$ cat src/rtl/registry_pkg.sv
package registry_pkg;
   typedef enum logic [1:0] {
      OP_READ = 2'd0,
      OP_REG  = 2'd1,
      OP_WB   = 2'd2
   } op_e;

   typedef enum logic [1:0] {
      K_DATA  = 2'd0,
      K_FWD   = 2'd1,
      K_REGAK = 2'd2,
      K_WBAK  = 2'd3
   } kind_e;
endpackage

$ cat src/rtl/registry_store.sv
module registry_store #(
   parameter int WORDS  = 16,
   parameter int DATA_W = 32,
   localparam int ADDR_W = $clog2(WORDS)
) (
   input  logic              clk,
   input  logic              rst_n,
   input  logic [ADDR_W-1:0] rd_addr,
   output logic              rd_reg,
   output logic [DATA_W-1:0] rd_data,
   input  logic              wr_en,
   input  logic [ADDR_W-1:0] wr_addr,
   input  logic              wr_reg,
   input  logic [DATA_W-1:0] wr_data
);
   logic [WORDS-1:0]  st_q;
   logic [DATA_W-1:0] fld_q [WORDS];

   for (genvar w = 0; w < WORDS; w++) begin : g_word
      logic hit;
      assign hit = wr_en && (wr_addr == ADDR_W'(w));
      always_ff @(posedge clk) begin
         if (!rst_n) begin
            st_q[w]  <= 1'b0;
            fld_q[w] <= '0;
         end else if (hit) begin
            st_q[w]  <= wr_reg;
            fld_q[w] <= wr_data;
         end
      end
   end

   assign rd_reg  = st_q[rd_addr];
   assign rd_data = fld_q[rd_addr];
endmodule

$ cat src/rtl/registry_ctrl.sv
module registry_ctrl
   import registry_pkg::*;
#(
   parameter int DATA_W = 32,
   parameter int ID_W   = 6
) (
   input  logic [1:0]        op,
   input  logic [ID_W-1:0]   core,
   input  logic [DATA_W-1:0] wb_data,
   input  logic              cur_reg,
   input  logic [DATA_W-1:0] cur_fld,
   output logic              wr_en,
   output logic              wr_reg,
   output logic [DATA_W-1:0] wr_data,
   output logic [1:0]        kind,
   output logic [ID_W-1:0]   owner,
   output logic [DATA_W-1:0] out_data
);
   logic [ID_W-1:0]   cur_owner;
   logic              is_owner;
   logic [DATA_W-1:0] id_word;

   assign cur_owner = cur_fld[ID_W-1:0];
   assign is_owner  = cur_reg && (cur_owner == core);

   always_comb begin
      id_word = '0;
      id_word[ID_W-1:0] = core;
   end

   always_comb begin
      wr_en    = 1'b0;
      wr_reg   = 1'b0;
      wr_data  = '0;
      kind     = K_DATA;
      owner    = '0;
      out_data = '0;
      unique case (op)
         OP_REG: begin
            wr_en   = 1'b1;
            wr_reg  = 1'b1;
            wr_data = id_word;
            kind    = K_REGAK;
         end
         OP_WB: begin
            kind    = K_WBAK;
            wr_en   = is_owner;
            wr_reg  = 1'b0;
            wr_data = wb_data;
         end
         default: begin
            if (cur_reg) begin
               kind  = K_FWD;
               owner = cur_owner;
            end else begin
               kind     = K_DATA;
               out_data = cur_fld;
            end
         end
      endcase
   end
endmodule

$ cat src/rtl/registry_rsp.sv
module registry_rsp #(
   parameter int DATA_W = 32,
   parameter int ID_W   = 6,
   parameter int ADDR_W = 4
) (
   input  logic              clk,
   input  logic              rst_n,
   input  logic              load,
   input  logic [1:0]        in_kind,
   input  logic [ID_W-1:0]   in_core,
   input  logic [ID_W-1:0]   in_owner,
   input  logic [ADDR_W-1:0] in_addr,
   input  logic [DATA_W-1:0] in_data,
   output logic              free,
   output logic              rsp_valid,
   input  logic              rsp_ready,
   output logic [1:0]        rsp_kind,
   output logic [ID_W-1:0]   rsp_core,
   output logic [ID_W-1:0]   rsp_owner,
   output logic [ADDR_W-1:0] rsp_addr,
   output logic [DATA_W-1:0] rsp_data
);
   assign free = !rsp_valid || rsp_ready;

   always_ff @(posedge clk) begin
      if (!rst_n) begin
         rsp_valid <= 1'b0;
         rsp_kind  <= '0;
         rsp_core  <= '0;
         rsp_owner <= '0;
         rsp_addr  <= '0;
         rsp_data  <= '0;
      end else if (load) begin
         rsp_valid <= 1'b1;
         rsp_kind  <= in_kind;
         rsp_core  <= in_core;
         rsp_owner <= in_owner;
         rsp_addr  <= in_addr;
         rsp_data  <= in_data;
      end else if (rsp_ready) begin
         rsp_valid <= 1'b0;
      end
   end

   AST_RSP_HOLD: assert property (@(posedge clk) disable iff (!rst_n)
      rsp_valid && !rsp_ready |=> rsp_valid && $stable(rsp_kind) && $stable(rsp_data)
         && $stable(rsp_core) && $stable(rsp_owner)) else $error("held response changed");
endmodule

$ cat src/rtl/registry_bank.sv
module registry_bank
   import registry_pkg::*;
#(
   parameter int NUM_CORES = 64,
   parameter int WORDS     = 16,
   parameter int DATA_W    = 32,
   localparam int ID_W     = $clog2(NUM_CORES),
   localparam int ADDR_W   = $clog2(WORDS)
) (
   input  logic              clk,
   input  logic              rst_n,
   input  logic              req_valid,
   output logic              req_ready,
   input  logic [1:0]        req_op,
   input  logic [ID_W-1:0]   req_core,
   input  logic [ADDR_W-1:0] req_addr,
   input  logic [DATA_W-1:0] req_data,
   output logic              rsp_valid,
   input  logic              rsp_ready,
   output logic [1:0]        rsp_kind,
   output logic [ID_W-1:0]   rsp_core,
   output logic [ID_W-1:0]   rsp_owner,
   output logic [ADDR_W-1:0] rsp_addr,
   output logic [DATA_W-1:0] rsp_data
);
   if (DATA_W < ID_W) begin : g_bad_width
      $error("DATA_W must hold an owner index");
   end
   if (NUM_CORES < 2 || WORDS < 2) begin : g_bad_size
      $error("NUM_CORES and WORDS must be at least 2");
   end

   logic              acc;
   logic              cur_reg;
   logic [DATA_W-1:0] cur_fld;
   logic              wr_en, wr_reg, wr_go;
   logic [DATA_W-1:0] wr_data, out_data;
   logic [1:0]        kind;
   logic [ID_W-1:0]   owner;

   assign acc   = req_valid && req_ready;
   assign wr_go = acc && wr_en;

   registry_store #(.WORDS(WORDS), .DATA_W(DATA_W)) u_store (
      .clk(clk), .rst_n(rst_n),
      .rd_addr(req_addr), .rd_reg(cur_reg), .rd_data(cur_fld),
      .wr_en(wr_go), .wr_addr(req_addr), .wr_reg(wr_reg), .wr_data(wr_data)
   );

   registry_ctrl #(.DATA_W(DATA_W), .ID_W(ID_W)) u_ctrl (
      .op(req_op), .core(req_core), .wb_data(req_data),
      .cur_reg(cur_reg), .cur_fld(cur_fld),
      .wr_en(wr_en), .wr_reg(wr_reg), .wr_data(wr_data),
      .kind(kind), .owner(owner), .out_data(out_data)
   );

   registry_rsp #(.DATA_W(DATA_W), .ID_W(ID_W), .ADDR_W(ADDR_W)) u_rsp (
      .clk(clk), .rst_n(rst_n), .load(acc),
      .in_kind(kind), .in_core(req_core), .in_owner(owner),
      .in_addr(req_addr), .in_data(out_data),
      .free(req_ready),
      .rsp_valid(rsp_valid), .rsp_ready(rsp_ready), .rsp_kind(rsp_kind),
      .rsp_core(rsp_core), .rsp_owner(rsp_owner), .rsp_addr(rsp_addr), .rsp_data(rsp_data)
   );

   AST_READ_ANSWER: assert property (@(posedge clk) disable iff (!rst_n)
      acc && req_op == OP_READ |=> rsp_valid && (rsp_kind == K_DATA || rsp_kind == K_FWD))
      else $error("read not answered");
   AST_REG_ACK: assert property (@(posedge clk) disable iff (!rst_n)
      acc && req_op == OP_REG |=> rsp_valid && rsp_kind == K_REGAK && rsp_core == $past(req_core))
      else $error("register not acknowledged");
   AST_WB_ACK: assert property (@(posedge clk) disable iff (!rst_n)
      acc && req_op == OP_WB |=> rsp_valid && rsp_kind == K_WBAK)
      else $error("writeback not acknowledged");
   AST_STALL_BLOCKS: assert property (@(posedge clk) disable iff (!rst_n)
      rsp_valid && !rsp_ready |-> !req_ready) else $error("accepting while stalled");
   AST_FWD_DATA_ZERO: assert property (@(posedge clk) disable iff (!rst_n)
      rsp_valid && rsp_kind == K_FWD |-> rsp_data == '0) else $error("forward carries data");
endmodule

$ cat config.mk
export PLATFORM = sky130hd
export DESIGN_NAME = registry_bank
export DESIGN_NICKNAME = d
export VERILOG_FILES = /design/src/rtl/registry_pkg.sv /design/src/rtl/registry_store.sv /design/src/rtl/registry_ctrl.sv /design/src/rtl/registry_rsp.sv /design/src/rtl/registry_bank.sv
export SDC_FILE = /design/constraint.sdc
export NUM_CORES = 1
export LEC_CHECK = 0
export BUFFER_PORTS_ARGS = -buffer_cell sky130_fd_sc_hd__buf_4
export CAP_MARGIN = 20
export CORE_AREA = 2 2 202 204
export CTS_BUF_LIST = sky130_fd_sc_hd__clkbuf_8
export DETAILED_ROUTE_END_ITERATION = 8
export DIE_AREA = 0 0 204 206
export HOLD_SLACK_MARGIN = 0.06
export PLACE_DENSITY = 0.82
export SYNTH_ARGS = -nofsm -noshare
export SYNTH_HDL_FRONTEND = slang
export SYNTH_SLANG_ARGS = --single-unit
$ cat constraint.sdc
create_clock -name clk -period 6.3 [get_ports clk]
set_clock_uncertainty 0.2 [all_clocks]
set_input_delay 0.315 -clock clk [delete_from_list [all_inputs] [get_ports clk]]
set_output_delay 0.315 -clock clk [all_outputs]
set_load 0.01 [all_outputs]
==> results of run 1 <==
[power breakdown]
group | switching [mW] | internal [mW]
Sequential | 0.0349 | 4.26
Combinational | 0.376 | 0.235
Clock | 1.47 | 1.48
[state kept, by name (all words and copies together), names as in the netlist]
register	flops
u_rsp.rsp_core	6
u_rsp.rsp_valid	1
u_rsp.rsp_kind	2
u_store.st_q	16
u_store.fld_q	512
u_rsp.rsp_addr	4
u_rsp.rsp_data	32
u_rsp.rsp_owner	6
[stage by stage]
step	cells	utilization	setup slack (ps)	area (µm²)	power [mW]
finish	2573	0.716	1570	28800	7.85
global route	2573	0.716	1320	28800	8.06
CTS	2572	0.716	1560	28800	7.86
detailed placement	2361	0.662	1000	26600	4.95
global placement	2361	0.662	1170	26600	4.93
floorplan	1842	-	765	25200	4.72
[cell families after synthesis]
family,share of synthesized area
AO/OA/AOI/OAI,0.0372
XOR/XNOR,0.000694
adder cells (fa/ha/maj),0.000991
buffers and inverters,0.0275
flip-flops,0.662
multiplexers,0.142
AND/OR/NAND/NOR,0.129
[final cells by class]
| type | instances | area [µm²] |
|---|---|---|
| flip-flops and latches | 579 | 16700 |
| fillers | 2511 | 11400 |
| multi-input cells | 1103 | 8110 |
| repair buffers | 190 | 1610 |
| clock buffers | 98 | 1350 |
| well taps | 532 | 666 |
| clock inverters | 65 | 309 |
| inverters | 6 | 22.5 |
[synth_stat cells, types with 3 or more instances]
library cell / n
nor2_1: 542
a22oi_1: 40
o21ai_0: 45
a21boi_0: 15
inv_1: 5
nand2b_1: 3
dfxtp_1: 67
buf_1: 15
a31oi_1: 21
edfxtp_1: 512
nor3_1: 4
a21oi_1: 7
and3_1: 4
buf_2: 60
nand2_1: 77
nand3_1: 105
o211ai_1: 3
nor2b_1: 37
a22o_1: 6
and2_1: 10
mux2i_1: 14
clkbuf_1: 74
mux4_2: 153
[worst max-delay path, delay by kind of cell]
family	cells	cell delay, ps
and+or+nand+nor	3	1050
AOI/OAI and AO/OA	4	1470
buffers and inverters	5	2030
[cell usage in the layout (no fill, tap or decap), types with 36 or more instances in the layout]
cell type | netlist | final
a22oi_1 | 40 | 40
buf_4 | 2 | 136
clkbuf_8 | 0 | 98
dfxtp_1 | 67 | 67
dlygate4sd3_1 | 0 | 48
edfxtp_1 | 512 | 512
inv_1 | 5 | 36
mux4_2 | 153 | 153
nand2_1 | 77 | 76
nand3_1 | 105 | 105
nor2_1 | 542 | 541
nor2b_1 | 37 | 37
[repair_timing]
action,4_1_cts,5_1_grt
endpoints found under the setup margin,0,0
hold buffers,48,0
endpoints found under the hold margin,447,0
[worst max path at each step]
| stage | start | endpoint | slack (ps) | cells after the start |
|---|---|---|---|---|
| after detailed placement | req_addr[1] | u_store.fld_q[4][26]$_SDFFCE_PN0P_ | 1000 | 10 |
| after global placement | req_addr[1] | u_store.fld_q[4][24]$_SDFFCE_PN0P_ | 1170 | 10 |
| after global routing | req_addr[3] | u_store.fld_q[4][17]$_SDFFCE_PN0P_ | 1320 | 12 |
| final | req_addr[3] | u_store.fld_q[4][17]$_SDFFCE_PN0P_ | 1570 | 12 |
| after CTS | req_addr[3] | u_store.fld_q[10][12]$_SDFFCE_PN0P_ | 1560 | 11 |
| after floorplan | req_addr[1] | u_store.fld_q[9][0]$_SDFFCE_PN0P_ | 760 | 9 |
[routing by layer]
| layer | up-vias | global-route usage | part of all wire |
|---|---|---|---|
| met5 | - | 0 | 0.00019 |
| met4 | 2 | 0.149 | 0.044 |
| met3 | 237 | 0.0875 | 0.13 |
| met2 | 1324 | 0.532 | 0.48 |
| met1 | 8297 | 0.422 | 0.34 |
| li1 | 7079 | - | - |
==> run metrics, run 1 <==
vias in the first global route 17100; initial antenna violation count 2; Hold Path Sink u_rsp.rsp_addr[1]$_SDFFE_PN0P_; Max Root-Sink Buffers 3; Syn Inst Count 1842; Synth cell types 42; WL per Instance 26.2 µm; 1st-iter DRT viols 2357; Die Footprint 42000 µm²; H-tree levels 3; Min Hold Slack 106 ps; Final Max Slew Viols 0; RR Endpoint u_store.fld_q[4][17]$_SDFFCE_PN0P_; total track usage 0.328; share of cells above drive strength 1 0.214; CP Max Fanout 30; Reg2Reg Depth 9; Worst setup SP type input pin; DRC Markers 0; fin crit share 0.750; synthesized cell area 25200 µm²; cell taking the most area after synthesis edfxtp_1; Max Clk Rate 212 MHz; Area Growth Syn to Fin 14.0%; Async S/R FF share, synth 0; critical path, cell by cell dlygate4sd3_1, buf_4, buf_4, nor2_1, a22o_1, nor3_1, o211ai_1, nor4_4, a21boi_4, buf_4, o21ai_4, buf_4; Mapped Nets 1892; cell leakage power 9.83 nW; Worst Path Required 6450 ps; CTS tree yes; RSZ-0062 raised after global routing no; post-synth top area share 0.609; postcts setup bufs 0; CTS-repair resized insts 0; ANT cells 0; Worst-Skew Late Latency 670 ps; register bit total from synthesis 579; EDFF count, synth 512; status complete, no violations; VDD IR max 0.190 mV; average cell area after synthesis 13.7 µm²; hold path cells 3; Rel. slew slack 0.221; drt total wl 67.4 mm; Vias 16900; Critical Setup Path Class in2reg; dpl hpwl 39.6 mm; largest net degree at the start of global routing 108; drt pass-1 iters 6; arrival time worst endpoint 4880 ps; r2r startpoint u_store.fld_q[14][3]$_SDFFCE_PN0P_; clock root buffer clkbuf_8; Final GP Congestion 0.915; top post-synthesis cells by area edfxtp_1 (61%), mux4_2 (14%), nor2_1 (8.1%); final setup TNS 0 ps; CTS buffer count 89; Max-Cap Viols 0; PortBufs 99; Boundary Pins 100; first-pass GRT wire length 100 mm; slew of the pin with the lowest slew margin 1170 ps; Core Footprint 40200 µm²; chip height 206 µm; drt via density 6.58; Setup-failing EPs final 0; pwr/cell area 273 nW/µm²; clock sink count 579; Reg clk slew, reported paths 60 ps; Site Rows 74; Final #Nets 2019; Slowest cell on crit path o21ai_4; Fin. Hold Viols 0; FF-to-FF setup slack 1640 ps; sequential share of the synthesized area 0.662; Min-Delay Path Class in2reg; Antenna Violating Nets Remaining 0; hold wc startpoint req_addr[1]; Main synth FF type edfxtp_1; initial core utilization 0.628; GRT overflow 0; die extent in x 204 µm; CP endpoint kind register; Final Critical Period 4730 ps; Ys Warns 0; CP max stage delay 740 ps; most frequent CP cell buf_4
(Power assumes the default switching activity.)
==> run 2: changes to the inputs <==
--- a/config.mk
+++ b/config.mk
@@ -7,12 +7,12 @@
 export LEC_CHECK = 0
 export BUFFER_PORTS_ARGS = -buffer_cell sky130_fd_sc_hd__buf_4
 export CAP_MARGIN = 20
-export CORE_AREA = 2 2 202 204
+export CORE_AREA = 2 2 212 214
 export CTS_BUF_LIST = sky130_fd_sc_hd__clkbuf_8
 export DETAILED_ROUTE_END_ITERATION = 8
-export DIE_AREA = 0 0 204 206
+export DIE_AREA = 0 0 214 216
 export HOLD_SLACK_MARGIN = 0.06
-export PLACE_DENSITY = 0.82
+export PLACE_DENSITY = 0.78
 export SYNTH_ARGS = -nofsm -noshare
 export SYNTH_HDL_FRONTEND = slang
 export SYNTH_SLANG_ARGS = --single-unit
==> constraint.sdc (replaced) <==
create_clock -name clk -period 3.9 [get_ports clk]
set_clock_uncertainty 0.2 [all_clocks]
set_input_delay 0.195 -clock clk [delete_from_list [all_inputs] [get_ports clk]]
set_output_delay 0.195 -clock clk [all_outputs]
set_load 0.01 [all_outputs]
==> run 2 against run 1 <==
Sequential power up 61%; via count up 0.64%; largest cell class unchanged; highest routed layer is now met4; sequential share of layout area down 1.4 points; critical path type is now reg2reg; combinational power up 72%; setup slack worse by 1400 ps; global-route usage down 3.2 points; clock power up 65%; die area up 10%; critical endpoint is now u_store.fld_q[2][11]$_SDFFCE_PN0P_; clock-buffer cell count unchanged.
==> run metrics, run 2 (same netlist as run 1, synthesis figures left out) <==
CTS tree yes; chip height 216 µm (+4.9%); total track usage 0.296 (-0.0321); Max-Cap Viols 0 (unchanged); r2r startpoint u_store.fld_q[13][3]$_SDFFCE_PN0P_; Vias 17000 (+0.64%); Fin. Hold Viols 0 (unchanged); vias in the first global route 16900 (-1.1%); CP endpoint kind register; CP Max Fanout 26 (-13%); arrival time worst endpoint 3840 ps (-1040 ps); Final Max Slew Viols 0 (unchanged); CTS-repair resized insts 0 (unchanged); first-pass GRT wire length 102 mm (+1.2%); drt pass-1 iters 6 (unchanged); WL per Instance 25.4 µm (-2.8%); Final #Nets 2052 (+1.6%); fin crit share 0.950; Min-Delay Path Class in2reg; initial antenna violation count 0 (-2); hold path cells 6 (+3); GRT overflow 0 (unchanged); Boundary Pins 100 (unchanged); CTS buffer count 93 (+4.5%); share of cells above drive strength 1 0.224 (+0.0108); Site Rows 77 (+4.1%); Final GP Congestion 0.867 (-5.2%); RSZ-0062 raised after global routing no; Placed Area 27300 µm² (+2.5%); VDD IR max 0.258 mV (+36%); PortBufs 99 (unchanged); Die Footprint 46200 µm² (+10%); Rel. slew slack 0.396 (+0.174); max reg flops 512 (unchanged); dpl hpwl 41.5 mm (+5.0%); Worst setup SP type register; Final Critical Period 3710 ps; die extent in x 214 µm (+4.9%); largest net degree at the start of global routing 129 (+19%); Reg clk slew, reported paths 60 ps (about the same); Setup-failing EPs final 0 (unchanged); drt via density 6.38 (-3.1%); DRC Markers 0 (unchanged); status complete, no violations; largest register by flop count u_store.fld_q; Antenna Violating Nets Remaining 0 (unchanged); pwr/cell area 436 nW/µm² (+60%); clock sink count 579 (unchanged); ANT cells 0 (unchanged); most frequent cells in the layout nor2_1 (541), edfxtp_1 (512), mux4_2 (153); Critical Setup Path Class reg2reg; Worst Path Required 4040 ps (-2410 ps); CP startpoint u_store.fld_q[13][3]$_SDFFCE_PN0P_; clock root buffer clkbuf_8; Largest regs u_store.fld_q (512), u_rsp.rsp_data (32), u_store.st_q (16); drt total wl 68.0 mm (+0.95%); Core Footprint 43800 µm² (+9.1%); 1st-iter DRT viols 2560 (+8.6%); slew of the pin with the lowest slew margin 904 ps (-263 ps); Pwr Total 12.9 mW (+64%); hold wc startpoint req_op[0]; Max Clk Rate 270 MHz; initial core utilization 0.576 (-0.0523); Reg2Reg Depth 10 (+1); H-tree levels 3 (unchanged); commonest non-fill, non-tap cell in the layout nor2_1; Max Root-Sink Buffers 3 (unchanged); cell leakage power 10.1 nW (+2.9%); Area Growth Syn to Fin 16.8%; fin area 29500 µm² (+2.4%); Worst-Skew Late Latency 690 ps (+20 ps)
## run 2: cell types whose count changed in the layout (fill, tap and decap cells not counted), sizes merged
cell / before / now
buf: 142 / 175
clkinv: 29 / 37
dlygate4sd3: 48 / 44
clkinvlp: 2 / 4
bufinv: 1 / 2
## run 2: layer usage
| metal | up-vias | GRT usage | part of all wire |
|---|---|---|---|
| met5 | - | 0 | 0 |
| met2 | 1265 | 0.468 | 0.48 |
| li1 | 7155 | - | - |
| met3 | 175 | 0.0686 | 0.12 |
| met4 | 0 | 0.111 | 0.033 |
| met1 | 8453 | 0.407 | 0.37 |
## run 2: path summary, 6_finish.rpt
kind                                             end  slack [ps]
setup / recovery  u_store.fld_q[2][11]$_SDFFCE_PN0P_         190
hold / removal        u_rsp.rsp_kind[0]$_SDFFE_PN0P_          30
setup reg to reg  u_store.fld_q[2][11]$_SDFFCE_PN0P_         190
hold reg to reg       u_rsp.rsp_core[3]$_SDFFE_PN0P_         270
## run 2: per-stage QoR
stage                      util  hold slack [ps]  std cells  setup TNS, ps  setup slack [ps]
final                     0.672             30.9       2673              0               194
after global placement    0.623              250       2454              0               143
after floorplan               -              134       1842        -101500              -529
after global routing      0.672             67.2       2673              0               131
after detailed placement  0.623              261       2454              0               173
after CTS                 0.672             85.2       2672              0               251
## run 2: cell type report
class	instances	area (µm²)
Sequential cell	579	16700
Fill cell	2968	14400
Multi-Input combinational cell	1103	8110
Timing Repair Buffer	219	2170
Clock buffer	98	1350
Tap cell	592	741
Clock inverter	76	367
Inverter	6	22.5
## run 2: repair_timing
item / 4_1_cts / 5_1_grt
hold endpoints to repair: 513 / 0
hold buffers: 44 / 0
buffers inserted: 0 / 0
## run 2: power by group
group	internal [mW]	switching [mW]	leakage, nW
logic	0.427	0.621	3.08
registers	6.89	0.0549	6.04
clock network	2.46	2.41	0.987
total	9.77	3.08	10.1
## run 2: critical path, cell delays in order, from the launching register on
cell	delay, ps
edfxtp_1	380
mux4_2	490
mux4_2	550
xnor2_1	180
o311ai_0	140
buf_4	170
nor4_4	280
a21boi_4	160
buf_4	260
o21ai_4	230
buf_12	260
==> run 3: changes to the inputs <==
--- a/config.mk
+++ b/config.mk
@@ -7,12 +7,12 @@
 export LEC_CHECK = 0
 export BUFFER_PORTS_ARGS = -buffer_cell sky130_fd_sc_hd__buf_4
 export CAP_MARGIN = 20
-export CORE_AREA = 2 2 212 214
+export CORE_AREA = 2 2 202 204
 export CTS_BUF_LIST = sky130_fd_sc_hd__clkbuf_8
 export DETAILED_ROUTE_END_ITERATION = 8
-export DIE_AREA = 0 0 214 216
+export DIE_AREA = 0 0 204 206
 export HOLD_SLACK_MARGIN = 0.06
-export PLACE_DENSITY = 0.78
+export PLACE_DENSITY_LB_ADDON = 0.05
 export SYNTH_ARGS = -nofsm -noshare
 export SYNTH_HDL_FRONTEND = slang
 export SYNTH_SLANG_ARGS = --single-unit
==> constraint.sdc (replaced) <==
create_clock -name clk -period 4.1 [get_ports clk]
set_clock_uncertainty 0.2 [all_clocks]
set_input_delay 0.205 -clock clk [delete_from_list [all_inputs] [get_ports clk]]
set_output_delay 0.205 -clock clk [all_outputs]
set_load 0.01 [all_outputs]
==> run 3 against run 2 <==
Sequential share of layout area rose by 0.15 points; combinational power shrank 5%; clock power fell by 8.0%; cell count shrank 2.1%; routed wire length up 1.3%; largest power group unchanged; critical path type is now in2reg.
==> run metrics, run 3 (same netlist as run 1, synthesis figures left out) <==
Final #Nets 2062 (+0.49%); fillers 2670 (-10%); GRT overflow 0 (unchanged); Net Sw Frac 0.237 (-0.00303); Comb pwr share 0.083 (about the same); arrival time worst endpoint 3900 ps (+60 ps); Largest regs u_store.fld_q (512), u_rsp.rsp_data (32), u_store.st_q (16); Rel. slew slack 0.234 (-0.162); Max Clk Rate 262 MHz; drt pass-1 iters 6 (unchanged); CTS tree yes; share of cells above drive strength 1 0.229 (+0.00496); first-pass GRT wire length 102 mm (+0.58%); CTS-repair resized insts 0 (unchanged); critical path's top delay family buffers and inverters; PortBufs 99 (unchanged); Placed Area 27300 µm² (about the same); GR Util met3 0.0670 (-0.00163); Die Footprint 42000 µm² (-9.1%); chip height 206 µm (-4.6%); global-route met2 utilization 0.555 (+0.0873); P_int 9.21 mW (-5.7%); Antenna Violating Nets Remaining 0 (unchanged); drt via density 6.39 (+0.22%); slew of the pin with the lowest slew margin 1150 ps (+245 ps); Max-Cap Viols 0 (unchanged); fin area 29400 µm² (-0.27%); RSZ-0062 raised after global routing no; Max Root-Sink Buffers 3 (unchanged); hold wc startpoint req_op[0]; Worst Path Required 4180 ps (+140 ps); Setup-failing EPs final 0 (unchanged); NetSw 2.86 mW (-7.3%); status complete, no violations; Min-Delay Path Class in2reg; Reg clk slew, reported paths 60 ps (about the same); 1st-iter DRT viols 1941 (-24%); Worst-Skew Late Latency 660 ps (-30 ps); CTS buffer count 91 (-2.2%); GRT met1 Usage 0.455 (+0.0482); fin util 0.732 (+0.0591); Slowest cell on crit path mux4_2; Fin. Hold Viols 0 (unchanged); WL per Instance 26.3 µm (+3.5%); vias in the first global route 16700 (-0.87%); Worst setup SP type input pin; Site Rows 74 (-3.9%); CP Max Fanout 25 (-3.8%); initial antenna violation count 0 (unchanged); Critical Path End u_store.fld_q[7][15]$_SDFFCE_PN0P_; Reg area 16700 µm² (unchanged); CP startpoint req_addr[1]; DRC Markers 0 (unchanged); Final GP Congestion 0.865 (-0.29%); Critical Setup Path Class in2reg; VDD IR max 0.337 mV (+30%); Worst path depth 11 (+1); grt peak-use layer met2; FF-to-FF setup slack 370 ps (+180 ps); initial core utilization 0.628 (+0.0523); placed insts 2408 (-1.9%); CP endpoint kind register; RR Endpoint u_store.fld_q[7][15]$_SDFFCE_PN0P_; largest net degree at the start of global routing 97 (-25%); cell leakage power 10.2 nW (+1.0%); critical path, cell by cell dlygate4sd3_1, buf_6, mux4_2, mux4_2, xnor2_1, o311ai_0, nor4_4, a21boi_4, buf_12, o21ai_4, buf_4; commonest non-fill, non-tap cell in the layout nor2_1; clock root buffer clkbuf_8; max reg flops 512 (unchanged); Reg2Reg Depth 9 (-1); clock sink count 579 (unchanged); r2r startpoint u_store.fld_q[15][3]$_SDFFCE_PN0P_; dpl hpwl 42.0 mm (+1.1%); pwr/cell area 411 nW/µm² (-5.8%); CP max stage delay 550 ps (about the same); Clk network pwr share 0.370 (-0.008); drt total wl 68.9 mm (+1.3%); sequential power share 0.547 (+0.007); die extent in x 204 µm (-4.7%); most frequent CP cell mux4_2; fin crit share 0.930; H-tree levels 3 (unchanged); Buf/Inv on CP 4 (+1); Pwr Total 12.1 mW (-6.1%); Final Critical Period 3810 ps; ANT cells 0 (unchanged); total track usage 0.338 (+0.0417); most frequent cells in the layout nor2_1 (541), edfxtp_1 (512), buf_4 (156); Final Max Slew Viols 0 (unchanged); area of the multi-input gates 8120 µm² (about the same); Non-Filler Instances 2616 (-2.1%); Vias 16700 (-1.9%); largest register by flop count u_store.fld_q; Core Footprint 40200 µm² (-8.3%); Boundary Pins 100 (unchanged); Area Growth Syn to Fin 16.4%
==> run 3: cell types whose count changed in the layout (fill, tap and decap cells not counted), moves of 2 or more <==
cell | before | now
clkinv_1 | 30 | 6
inv_1 | 38 | 58
buf_4 | 141 | 156
clkbuf_8 | 98 | 102
clkinv_2 | 7 | 3
and2_1 | 10 | 7
and2_2 | 0 | 3
bufinv_16 | 2 | 0
clkinvlp_4 | 4 | 2
==> run 3: repair_timing <==
item	in CTS	in global routing
hold buffers	43	0
buffers inserted	0	0
hold endpoints to repair	464	0
==> run 3: cell type report <==
class	count	area share
inverter	6	0.000766
multi-input combinational	1103	0.276
sequential	579	0.569
tap	532	0.0226
clock inverter	63	0.00843
clock buffer	102	0.0478
timing repair buffer	231	0.0757
==> run 3: through the flow <==
| stage | hold slack, ps | TNS, ps | worst slack [ps] |
|---|---|---|---|
| 2_1_floorplan | 144 | -231620 | -521 |
| 3_3_place_gp | 251 | 0 | 24.5 |
| 3_5_place_dp | 262 | 0 | 186 |
| 4_1_cts | 70.1 | 0 | 300 |
| 5_1_grt | 129 | 0 | 102 |
| 6_report | 102 | 0 | 288 |
==> run 3: worst reg2reg max path, stage by stage (launching register included) <==
cell      delay (ps)
edfxtp_1         380
mux4_2           480
mux4_2           550
xnor2_1          150
o311ai_0         250
nor4_4           370
a21boi_4         190
buf_12           220
o21ai_4          170
buf_4            400
==> run 3: worst min-delay path by stage <==
stage                                            to  slack (ps)  depth (start not counted)
floorplan              u_rsp.rsp_valid$_SDFFE_PN0P_         140                          2
global placement    u_rsp.rsp_owner[3]$_SDFFE_PN0P_         250                          2
global route         u_rsp.rsp_kind[0]$_SDFFE_PN0P_         130                          5
detailed placement   u_rsp.rsp_core[5]$_SDFFE_PN0P_         260                          2
finish               u_rsp.rsp_kind[0]$_SDFFE_PN0P_         100                          5
CTS                  u_rsp.rsp_kind[0]$_SDFFE_PN0P_          70                          5
==> run 3: power groups by stage <==
stage,sequential (mW),combinational (mW),clock (mW)
2_1_floorplan,6.72,0.520,0
4_1_cts,6.60,0.996,4.50
3_3_place_gp,6.72,0.951,0
3_5_place_dp,6.72,0.959,0
5_1_grt,6.61,1.05,4.73
6_report,6.60,1.00,4.47
==> run 3: layer usage <==
layer | vias up | routed length (µm)
met2 | 1091 | 34100
li1 | 7168 | -
met4 | 0 | 2030
met1 | 8312 | 25400
met3 | 150 | 7430
met5 | - | 0
